$ cat src/rtl/smi_swreq_pkg.sv
package smi_swreq_pkg;

    // Output stage states
    typedef enum logic [0:0] {
        SMI_IDLE   = 1'b0,
        SMI_ASSERT = 1'b1
    } smi_state_e;

    localparam int CFG_DW   = 32;
    localparam int CFG_BE_W = CFG_DW / 8;

endpackage

$ cat src/rtl/smi_cfg_regs.sv
module smi_cfg_regs
    import smi_swreq_pkg::*;
#(
    parameter int                NUM_SRC   = 9,
    parameter int                FIELD_LSB = 16,
    parameter int                CFG_AW    = 8,
    parameter logic [CFG_AW-1:0] CTRL_OFF  = 'hA0,
    parameter logic [CFG_AW-1:0] STS_OFF   = 'hA8
) (
    input  logic                clk,
    input  logic                rst_n,
    input  logic                cfg_wr,
    input  logic [CFG_AW-1:0]   cfg_addr,
    input  logic [CFG_DW-1:0]   cfg_wdata,
    input  logic [CFG_BE_W-1:0] cfg_be,
    input  logic [NUM_SRC-1:0]  set_vec,
    output logic                gate_o,
    output logic [NUM_SRC-1:0]  en_o,
    output logic [NUM_SRC-1:0]  sts_o,
    output logic [CFG_DW-1:0]   cfg_rdata
);

    localparam int FIELD_MSB = FIELD_LSB + NUM_SRC - 1;

    logic               gate_q;
    logic [NUM_SRC-1:0] en_q;
    logic [NUM_SRC-1:0] sts_q;
    logic [NUM_SRC-1:0] en_wr;
    logic [NUM_SRC-1:0] sts_wr;
    logic               hit_ctrl;
    logic               hit_sts;
    logic               unused_wdata;

    assign unused_wdata = ^cfg_wdata;
    assign hit_ctrl     = cfg_wr && (cfg_addr == CTRL_OFF);
    assign hit_sts      = cfg_wr && (cfg_addr == STS_OFF);

    // Per-bit lane merge of the write data with the held field
    for (genvar i = 0; i < NUM_SRC; i++) begin : g_field
        localparam int BITPOS = FIELD_LSB + i;
        localparam int LANE   = BITPOS / 8;
        assign en_wr[i]  = cfg_be[LANE] ? cfg_wdata[BITPOS] : en_q[i];
        assign sts_wr[i] = cfg_be[LANE] ? cfg_wdata[BITPOS] : sts_q[i];
    end

    always_ff @(posedge clk or negedge rst_n) begin
        if (!rst_n) begin
            gate_q <= 1'b0;
            en_q   <= '0;
            sts_q  <= '0;
        end else begin
            if (hit_ctrl) begin
                if (cfg_be[0]) begin
                    gate_q <= cfg_wdata[0];
                end
                en_q <= en_wr;
            end
            // set events take precedence over a software write
            sts_q <= (hit_sts ? sts_wr : sts_q) | set_vec;
        end
    end

    always_comb begin
        cfg_rdata = '0;
        if (cfg_addr == CTRL_OFF) begin
            cfg_rdata[0]                   = gate_q;
            cfg_rdata[FIELD_MSB:FIELD_LSB] = en_q;
        end else if (cfg_addr == STS_OFF) begin
            cfg_rdata[FIELD_MSB:FIELD_LSB] = sts_q;
        end
    end

    assign gate_o = gate_q;
    assign en_o   = en_q;
    assign sts_o  = sts_q;

endmodule

$ cat src/rtl/smi_req_edge.sv
module smi_req_edge #(
    parameter int NUM_SRC = 9
) (
    input  logic               clk,
    input  logic               rst_n,
    input  logic [NUM_SRC-1:0] req_in,
    output logic [NUM_SRC-1:0] rise_o
);

    logic [NUM_SRC-1:0] prev_q;

    always_ff @(posedge clk or negedge rst_n) begin
        if (!rst_n) begin
            prev_q <= '0;
        end else begin
            prev_q <= req_in;
        end
    end

    assign rise_o = req_in & ~prev_q;

endmodule

$ cat src/rtl/smi_apm_ports.sv
module smi_apm_ports #(
    parameter int               IO_AW    = 16,
    parameter logic [IO_AW-1:0] CMD_PORT = 'hB2,
    parameter logic [IO_AW-1:0] DAT_PORT = 'hB3
) (
    input  logic             clk,
    input  logic             rst_n,
    input  logic [IO_AW-1:0] io_addr,
    input  logic             io_wr,
    input  logic             io_rd,
    input  logic [7:0]       io_wdata,
    output logic [7:0]       io_rdata,
    output logic             cmd_stb
);

    logic [7:0] cmd_q;
    logic [7:0] dat_q;
    logic       hit_cmd;
    logic       hit_dat;

    assign hit_cmd = (io_addr == CMD_PORT);
    assign hit_dat = (io_addr == DAT_PORT);
    assign cmd_stb = io_wr && hit_cmd;

    always_ff @(posedge clk or negedge rst_n) begin
        if (!rst_n) begin
            cmd_q <= '0;
            dat_q <= '0;
        end else begin
            if (cmd_stb) begin
                cmd_q <= io_wdata;
            end
            if (io_wr && hit_dat) begin
                dat_q <= io_wdata;
            end
        end
    end

    always_comb begin
        io_rdata = '0;
        if (io_rd) begin
            if (hit_cmd) begin
                io_rdata = cmd_q;
            end else if (hit_dat) begin
                io_rdata = dat_q;
            end
        end
    end

endmodule

$ cat src/rtl/smi_out_fsm.sv
module smi_out_fsm
    import smi_swreq_pkg::*;
#(
    parameter int NUM_SRC = 9
) (
    input  logic               clk,
    input  logic               rst_n,
    input  logic               gate,
    input  logic [NUM_SRC-1:0] en,
    input  logic [NUM_SRC-1:0] sts,
    output logic               smi_o
);

    smi_state_e state_q;
    smi_state_e state_d;
    logic       pending;

    assign pending = gate && (|(en & sts));

    always_ff @(posedge clk or negedge rst_n) begin
        if (!rst_n) begin
            state_q <= SMI_IDLE;
        end else begin
            state_q <= state_d;
        end
    end

    always_comb begin
        state_d = state_q;
        unique case (state_q)
            SMI_IDLE:   if (pending)  state_d = SMI_ASSERT;
            SMI_ASSERT: if (!pending) state_d = SMI_IDLE;
        endcase
    end

    always_comb begin
        smi_o = 1'b0;
        unique case (state_q)
            SMI_IDLE:   smi_o = 1'b0;
            SMI_ASSERT: smi_o = 1'b1;
        endcase
    end

endmodule

$ cat src/rtl/smi_swreq_gen.sv
module smi_swreq_gen
    import smi_swreq_pkg::*;
#(
    parameter int               NUM_SRC   = 9,
    parameter int               APM_BIT   = 7,
    parameter int               FIELD_LSB = 16,
    parameter int               CFG_AW    = 8,
    parameter int               IO_AW     = 16,
    parameter logic [CFG_AW-1:0] CTRL_OFF = 'hA0,
    parameter logic [CFG_AW-1:0] STS_OFF  = 'hA8,
    parameter logic [IO_AW-1:0]  CMD_PORT = 'hB2,
    parameter logic [IO_AW-1:0]  DAT_PORT = 'hB3
) (
    input  logic                clk,
    input  logic                rst_n,
    input  logic                cfg_wr,
    input  logic [CFG_AW-1:0]   cfg_addr,
    input  logic [CFG_DW-1:0]   cfg_wdata,
    input  logic [CFG_BE_W-1:0] cfg_be,
    output logic [CFG_DW-1:0]   cfg_rdata,
    input  logic [IO_AW-1:0]    io_addr,
    input  logic                io_wr,
    input  logic                io_rd,
    input  logic [7:0]          io_wdata,
    output logic [7:0]          io_rdata,
    input  logic [NUM_SRC-1:0]  req_in,
    output logic                smi_req
);

    logic               gate_q;
    logic [NUM_SRC-1:0] en_q;
    logic [NUM_SRC-1:0] sts_q;
    logic [NUM_SRC-1:0] rise;
    logic [NUM_SRC-1:0] apm_set;
    logic [NUM_SRC-1:0] set_vec;
    logic               apm_cmd_stb;

    smi_req_edge #(.NUM_SRC(NUM_SRC)) u_edge (
        .clk    (clk),
        .rst_n  (rst_n),
        .req_in (req_in),
        .rise_o (rise)
    );

    smi_apm_ports #(
        .IO_AW    (IO_AW),
        .CMD_PORT (CMD_PORT),
        .DAT_PORT (DAT_PORT)
    ) u_apm (
        .clk      (clk),
        .rst_n    (rst_n),
        .io_addr  (io_addr),
        .io_wr    (io_wr),
        .io_rd    (io_rd),
        .io_wdata (io_wdata),
        .io_rdata (io_rdata),
        .cmd_stb  (apm_cmd_stb)
    );

    // command-port write raises its own source when enabled
    for (genvar i = 0; i < NUM_SRC; i++) begin : g_apm
        if (i == APM_BIT) begin : g_hit
            assign apm_set[i] = apm_cmd_stb && en_q[i];
        end else begin : g_miss
            assign apm_set[i] = 1'b0;
        end
    end

    assign set_vec = rise | apm_set;

    smi_cfg_regs #(
        .NUM_SRC   (NUM_SRC),
        .FIELD_LSB (FIELD_LSB),
        .CFG_AW    (CFG_AW),
        .CTRL_OFF  (CTRL_OFF),
        .STS_OFF   (STS_OFF)
    ) u_regs (
        .clk       (clk),
        .rst_n     (rst_n),
        .cfg_wr    (cfg_wr),
        .cfg_addr  (cfg_addr),
        .cfg_wdata (cfg_wdata),
        .cfg_be    (cfg_be),
        .set_vec   (set_vec),
        .gate_o    (gate_q),
        .en_o      (en_q),
        .sts_o     (sts_q),
        .cfg_rdata (cfg_rdata)
    );

    smi_out_fsm #(.NUM_SRC(NUM_SRC)) u_fsm (
        .clk   (clk),
        .rst_n (rst_n),
        .gate  (gate_q),
        .en    (en_q),
        .sts   (sts_q),
        .smi_o (smi_req)
    );

endmodule

$ cat config.mk
export PLATFORM = sky130hd
export DESIGN_NAME = smi_swreq_gen
export DESIGN_NICKNAME = d
export VERILOG_FILES = /design/src/rtl/smi_swreq_pkg.sv /design/src/rtl/smi_cfg_regs.sv /design/src/rtl/smi_req_edge.sv /design/src/rtl/smi_apm_ports.sv /design/src/rtl/smi_out_fsm.sv /design/src/rtl/smi_swreq_gen.sv
export SDC_FILE = /design/constraint.sdc
export NUM_CORES = 1
export LEC_CHECK = 0
export ABC_AREA = 1
export BUFFER_PORTS_ARGS = -buffer_cell sky130_fd_sc_hd__clkbuf_2
export CAP_MARGIN = 20
export CELL_PAD_IN_SITES_DETAIL_PLACEMENT = 1
export CELL_PAD_IN_SITES_GLOBAL_PLACEMENT = 1
export CORE_ASPECT_RATIO = 1.75
export CORE_UTILIZATION = 34
export CTS_CLUSTER_DIAMETER = 50
export CTS_CLUSTER_SIZE = 28
export DETAILED_ROUTE_END_ITERATION = 16
export PLACE_DENSITY = 0.85
export SYNTH_ARGS = -nofsm -noshare
export SYNTH_HDL_FRONTEND = slang
export SYNTH_SLANG_ARGS = --single-unit
$ cat constraint.sdc
create_clock -name clk -period 1.83 [get_ports clk]
set_input_delay 0.366 -clock clk [delete_from_list [all_inputs] [get_ports clk]]
set_output_delay 0.366 -clock clk [all_outputs]
set_load 0.1 [all_outputs]
==> parameters.txt <==
Parameter                              Value

Clocking
  Number of buffers inserted for hold repair after clock tree synthesis ... 0
  Max H-tree Level ... 2
  Clock latency at the later pin of the worst-skew pair ... 0.28 ns
  CTS root buffer ... sky130_fd_sc_hd__clkbuf_16
  CTS sink cnt ... 45
  Clock transition at the register clock pins on the worst setup and hold paths after CTS ... 0.06 ns
  Longest Clk Path Bufs ... 2
  CTS tree ... yes
  Cts bufs inserted ... 5

Worst setup path
  Reg2Reg Depth ... 6
  Maximum single-stage delay on the critical path ... 0.23 ns
  Critical path's most frequent cell ... sky130_fd_sc_hd__nor2_4
  Capture point of the worst reg-to-reg path ... u_regs.sts_o[7]
  Register-to-register setup slack ... 0.82 ns
  Worst Setup Start Kind ... input port
  Endpoint type of the worst setup path ... primary output
  CP max stage cell ... sky130_fd_sc_hd__nor2_4
  Crit Path Max Fanout ... 5
  Arr. time, crit path ... around 1.5 ns
  Critical setup path kind ... input port to primary output
  RR Startpoint ... u_regs.sts_o[7]
  Setup crit start ... io_addr[2]
  Data required time at the worst endpoint ... 1.46 ns
  Critical path, cell by cell ... buf_6, nor2_4, nand3b_4, nor2_4, nand3_2, a21oi_4, buf_12

STA
  Final number of hold-violating endpoints ... 0
  Transition time at the pin with the least slew margin ... between 0.7 and 0.8 ns
  Total of endpoints with negative setup slack in the final report ... 7
  RSZ-0062 raised after global routing ... yes
  Worst slew margin relative to its limit ... 0.500
  Hold slack final ... around 0.056 ns
  Highest clock frequency the design can meet ... about 0.53 GHz
  Skew final ... 0.00290 ns
  Final critical path time including I/O delays and setup ... ~1.9 ns
  Final period utilization ... 1.03
  Worst Setup Slack, final ... -0.0480 ns
  Max Transition Viols Final ... 0

Yosys
  Ys async rst share ... 1.00
  Main area contributors after synthesis ... sky130_fd_sc_hd__dfrtp_1 (46%), sky130_fd_sc_hd__nand2_1 (10%), sky130_fd_sc_hd__inv_1 (7.0%), sky130_fd_sc_hd__nand3_1 (6.9%), sky130_fd_sc_hd__buf_4 (6.7%)
  Netlist area before placement ... 2450 µm²
  Top cell type by total area after synthesis ... sky130_fd_sc_hd__dfrtp_1
  Most used DFF post-synth ... sky130_fd_sc_hd__dfrtp_1
  Number of synthesized flops with an enable pin ... 0
  Most instantiated library cell after synthesis ... sky130_fd_sc_hd__nand2_1
  Post-synthesis average cell area ... 8.30 µm²
  Syn. warnings ... 0
  Commonest cells in the netlist ... sky130_fd_sc_hd__nand2_1 (67), sky130_fd_sc_hd__inv_1 (46), sky130_fd_sc_hd__dfrtp_1 (45)
  Number of distinct library cell variants in the gate-level netlist after synthesis ... 22
  Number of synthesized register bits ... 45
  Share of the yosys chip area belonging to registers ... 0.460
  Area fraction of the dominant cell type after synthesis ... 0.460
  Count of mapped cells out of synthesis ... between 200 and 300

Route
  Final Routed Wirelength ... 7.55 mm
  Average routed wire per standard cell ... 15.9 µm
  Pre-antenna DRT Iters ... 4
  Detailed-route DRC error count ... 0
  Routed vias/inst ... 4.78
  Initial DRC count ... 56
  Total vias in the final route ... 2274
  Number of nets still failing antenna checks after routing ... 0

Power
  Peak supply drop ... 0.719 mV
  Static leakage power ... 1.81 nW
  Design Power ... 2.45 mW
  PD cells ... 642 nW/µm²

Placed design
  Port bufs ... 77
  Half-perimeter wire length of the detailed placement result ... 5.21 mm
  Setup Slack @ Placement ... -0.120 ns
  Weighted congestion reported at the end of routability-driven placement ... 0.749

Floorplanning
  I/O Pins ... 123
  Vertical die dimension ... 114 µm
  Core Area ... 6910 µm²
  Horizontal die dimension ... 66.2 µm
  Initial core utilization ... 0.355
  DIE AREA ... approximately 7600 µm²
  Floorplan row count ... 40

Run
  # Max-Cap Violations ... 0

Global routing
  First-pass GRT wire length ... 10.6 mm
  Leftover overflow at the end of global routing ... 0
  Number of antenna violations at the first check in global routing ... 0
  GRT Util Overall ... 0.186
  Vias in the first global route ... around 2300
  Largest net degree at the start of global routing ... 28

Finish
  Antenna fix cells ... 0
  Layout-stage area growth over the synthesis result ... 56.1%
  Layout cell share with drive strength beyond 1 ... 0.457
  Final nets ... 473

Outcome
  Violations in the final reports ... negative setup slack
  Result of the run ... finished with violations

Worst hold path
  Class of the tightest hold or removal check ... input port to asynchronous set/reset pin
## worst max path at each step
stage | endpoint | cells past startpoint | slack (ns)
2_1_floorplan | io_rdata[0] | 6 | -0.19
4_1_cts | io_rdata[5] | 8 | -0.04
5_1_grt | io_rdata[5] | 7 | -0.08
6_report | io_rdata[5] | 7 | -0.05
3_3_place_gp | io_rdata[0] | 7 | -0.05
3_5_place_dp | io_rdata[5] | 7 | -0.12
## stage by stage
| stage | instance area, µm² | util | setup TNS, ns | std cells |
|---|---|---|---|---|
| global placement | 3360 | 0.486 | -0.309 | 457 |
| floorplan | 2720 | - | -1.61 | 316 |
| finish | 3820 | 0.554 | -0.195 | 476 |
| global route | 3820 | 0.554 | -0.444 | 476 |
| CTS | 3600 | 0.521 | -0.215 | 469 |
| detailed placement | 3360 | 0.486 | -0.804 | 457 |
## registers in the layout (all words and copies together) (netlist names)
name	count
u_fsm.state_q	1
u_edge.prev_q	9
u_regs.sts_o	9
u_regs.en_o	9
u_apm.dat_q	8
u_regs.gate_o	1
u_apm.cmd_q	8
## repair_timing
| action | in CTS | in global routing |
|---|---|---|
| pin swaps | 3 | 18 |
| resized for setup | 8 | 30 |
| gates cloned | 1 | 2 |
| setup buffers | 3 | 5 |
| endpoints found under the setup margin | 8 | 9 |
## cell usage in the layout (no fill, tap or decap)
cell type,netlist,final
sky130_fd_sc_hd__a21oi_4,0,8
sky130_fd_sc_hd__bufinv_16,0,1
sky130_fd_sc_hd__o21ai_0,12,11
sky130_fd_sc_hd__nand4_4,0,1
sky130_fd_sc_hd__clkbuf_8,0,1
sky130_fd_sc_hd__dfrtp_1,45,45
sky130_fd_sc_hd__a21oi_1,10,2
sky130_fd_sc_hd__nand4_1,1,1
sky130_fd_sc_hd__inv_1,46,44
sky130_fd_sc_hd__o22ai_1,3,1
sky130_fd_sc_hd__nor2_4,3,12
sky130_fd_sc_hd__o22ai_4,0,2
sky130_fd_sc_hd__nand2_2,4,7
sky130_fd_sc_hd__nand2_1,67,64
sky130_fd_sc_hd__buf_12,0,21
sky130_fd_sc_hd__nand3_1,34,16
sky130_fd_sc_hd__nor2_1,13,6
sky130_fd_sc_hd__inv_2,0,1
sky130_fd_sc_hd__inv_4,0,1
sky130_fd_sc_hd__nor2_2,2,1
sky130_fd_sc_hd__buf_6,3,5
sky130_fd_sc_hd__a22o_2,0,6
sky130_fd_sc_hd__nand3_2,1,15
sky130_fd_sc_hd__o21ai_2,16,17
sky130_fd_sc_hd__nand3_4,2,6
sky130_fd_sc_hd__clkbuf_2,0,56
sky130_fd_sc_hd__clkbuf_16,0,7
sky130_fd_sc_hd__nand3b_4,0,1
sky130_fd_sc_hd__buf_4,22,10
sky130_fd_sc_hd__conb_1,1,22
sky130_fd_sc_hd__clkbuf_1,0,1
## critical path, delay by kind of cell
family	cells	cell delay (ns)
buf+inv	2	0.30
compound gates	1	0.20
simple gates	4	0.64
## where the power goes
part	leakage, nW	internal, mW	switching [mW]
logic	1.16	0.0858	0.325
clock network	0.0841	0.681	0.342
registers	0.560	1.01	0.00808
total	1.81	1.78	0.675
## metal layers
metal / share of wire / vias to the layer above / track usage
met5: 0 / - / 0
met4: 0.030 / 0 / 0.0652
met3: 0.036 / 13 / 0.0249
met2: 0.61 / 78 / 0.390
met1: 0.32 / 1094 / 0.169
li1: - / 1089 / -
## logic make-up (layout without fill, tap and decap cells)
family                 count (synthesis)  after routing  synth area share
other                                  1             22           0.00153
AO/OA/AOI/OAI                         47             47             0.131
flip-flops                            45             45             0.460
AND/OR/NAND/NOR                      129            130             0.252
buffers and inverters                 73            148             0.156
## final cells by class
type / count / area (µm²)
multi-input combinational: 199 / 1360
sequential: 45 / 1130
inverter: 46 / 175
clock buffer: 7 / 143
fill: 794 / 3080
clock inverter: 1 / 30.0
timing repair buffer: 94 / 882
tap: 84 / 105
(Power assumes the default switching activity.)
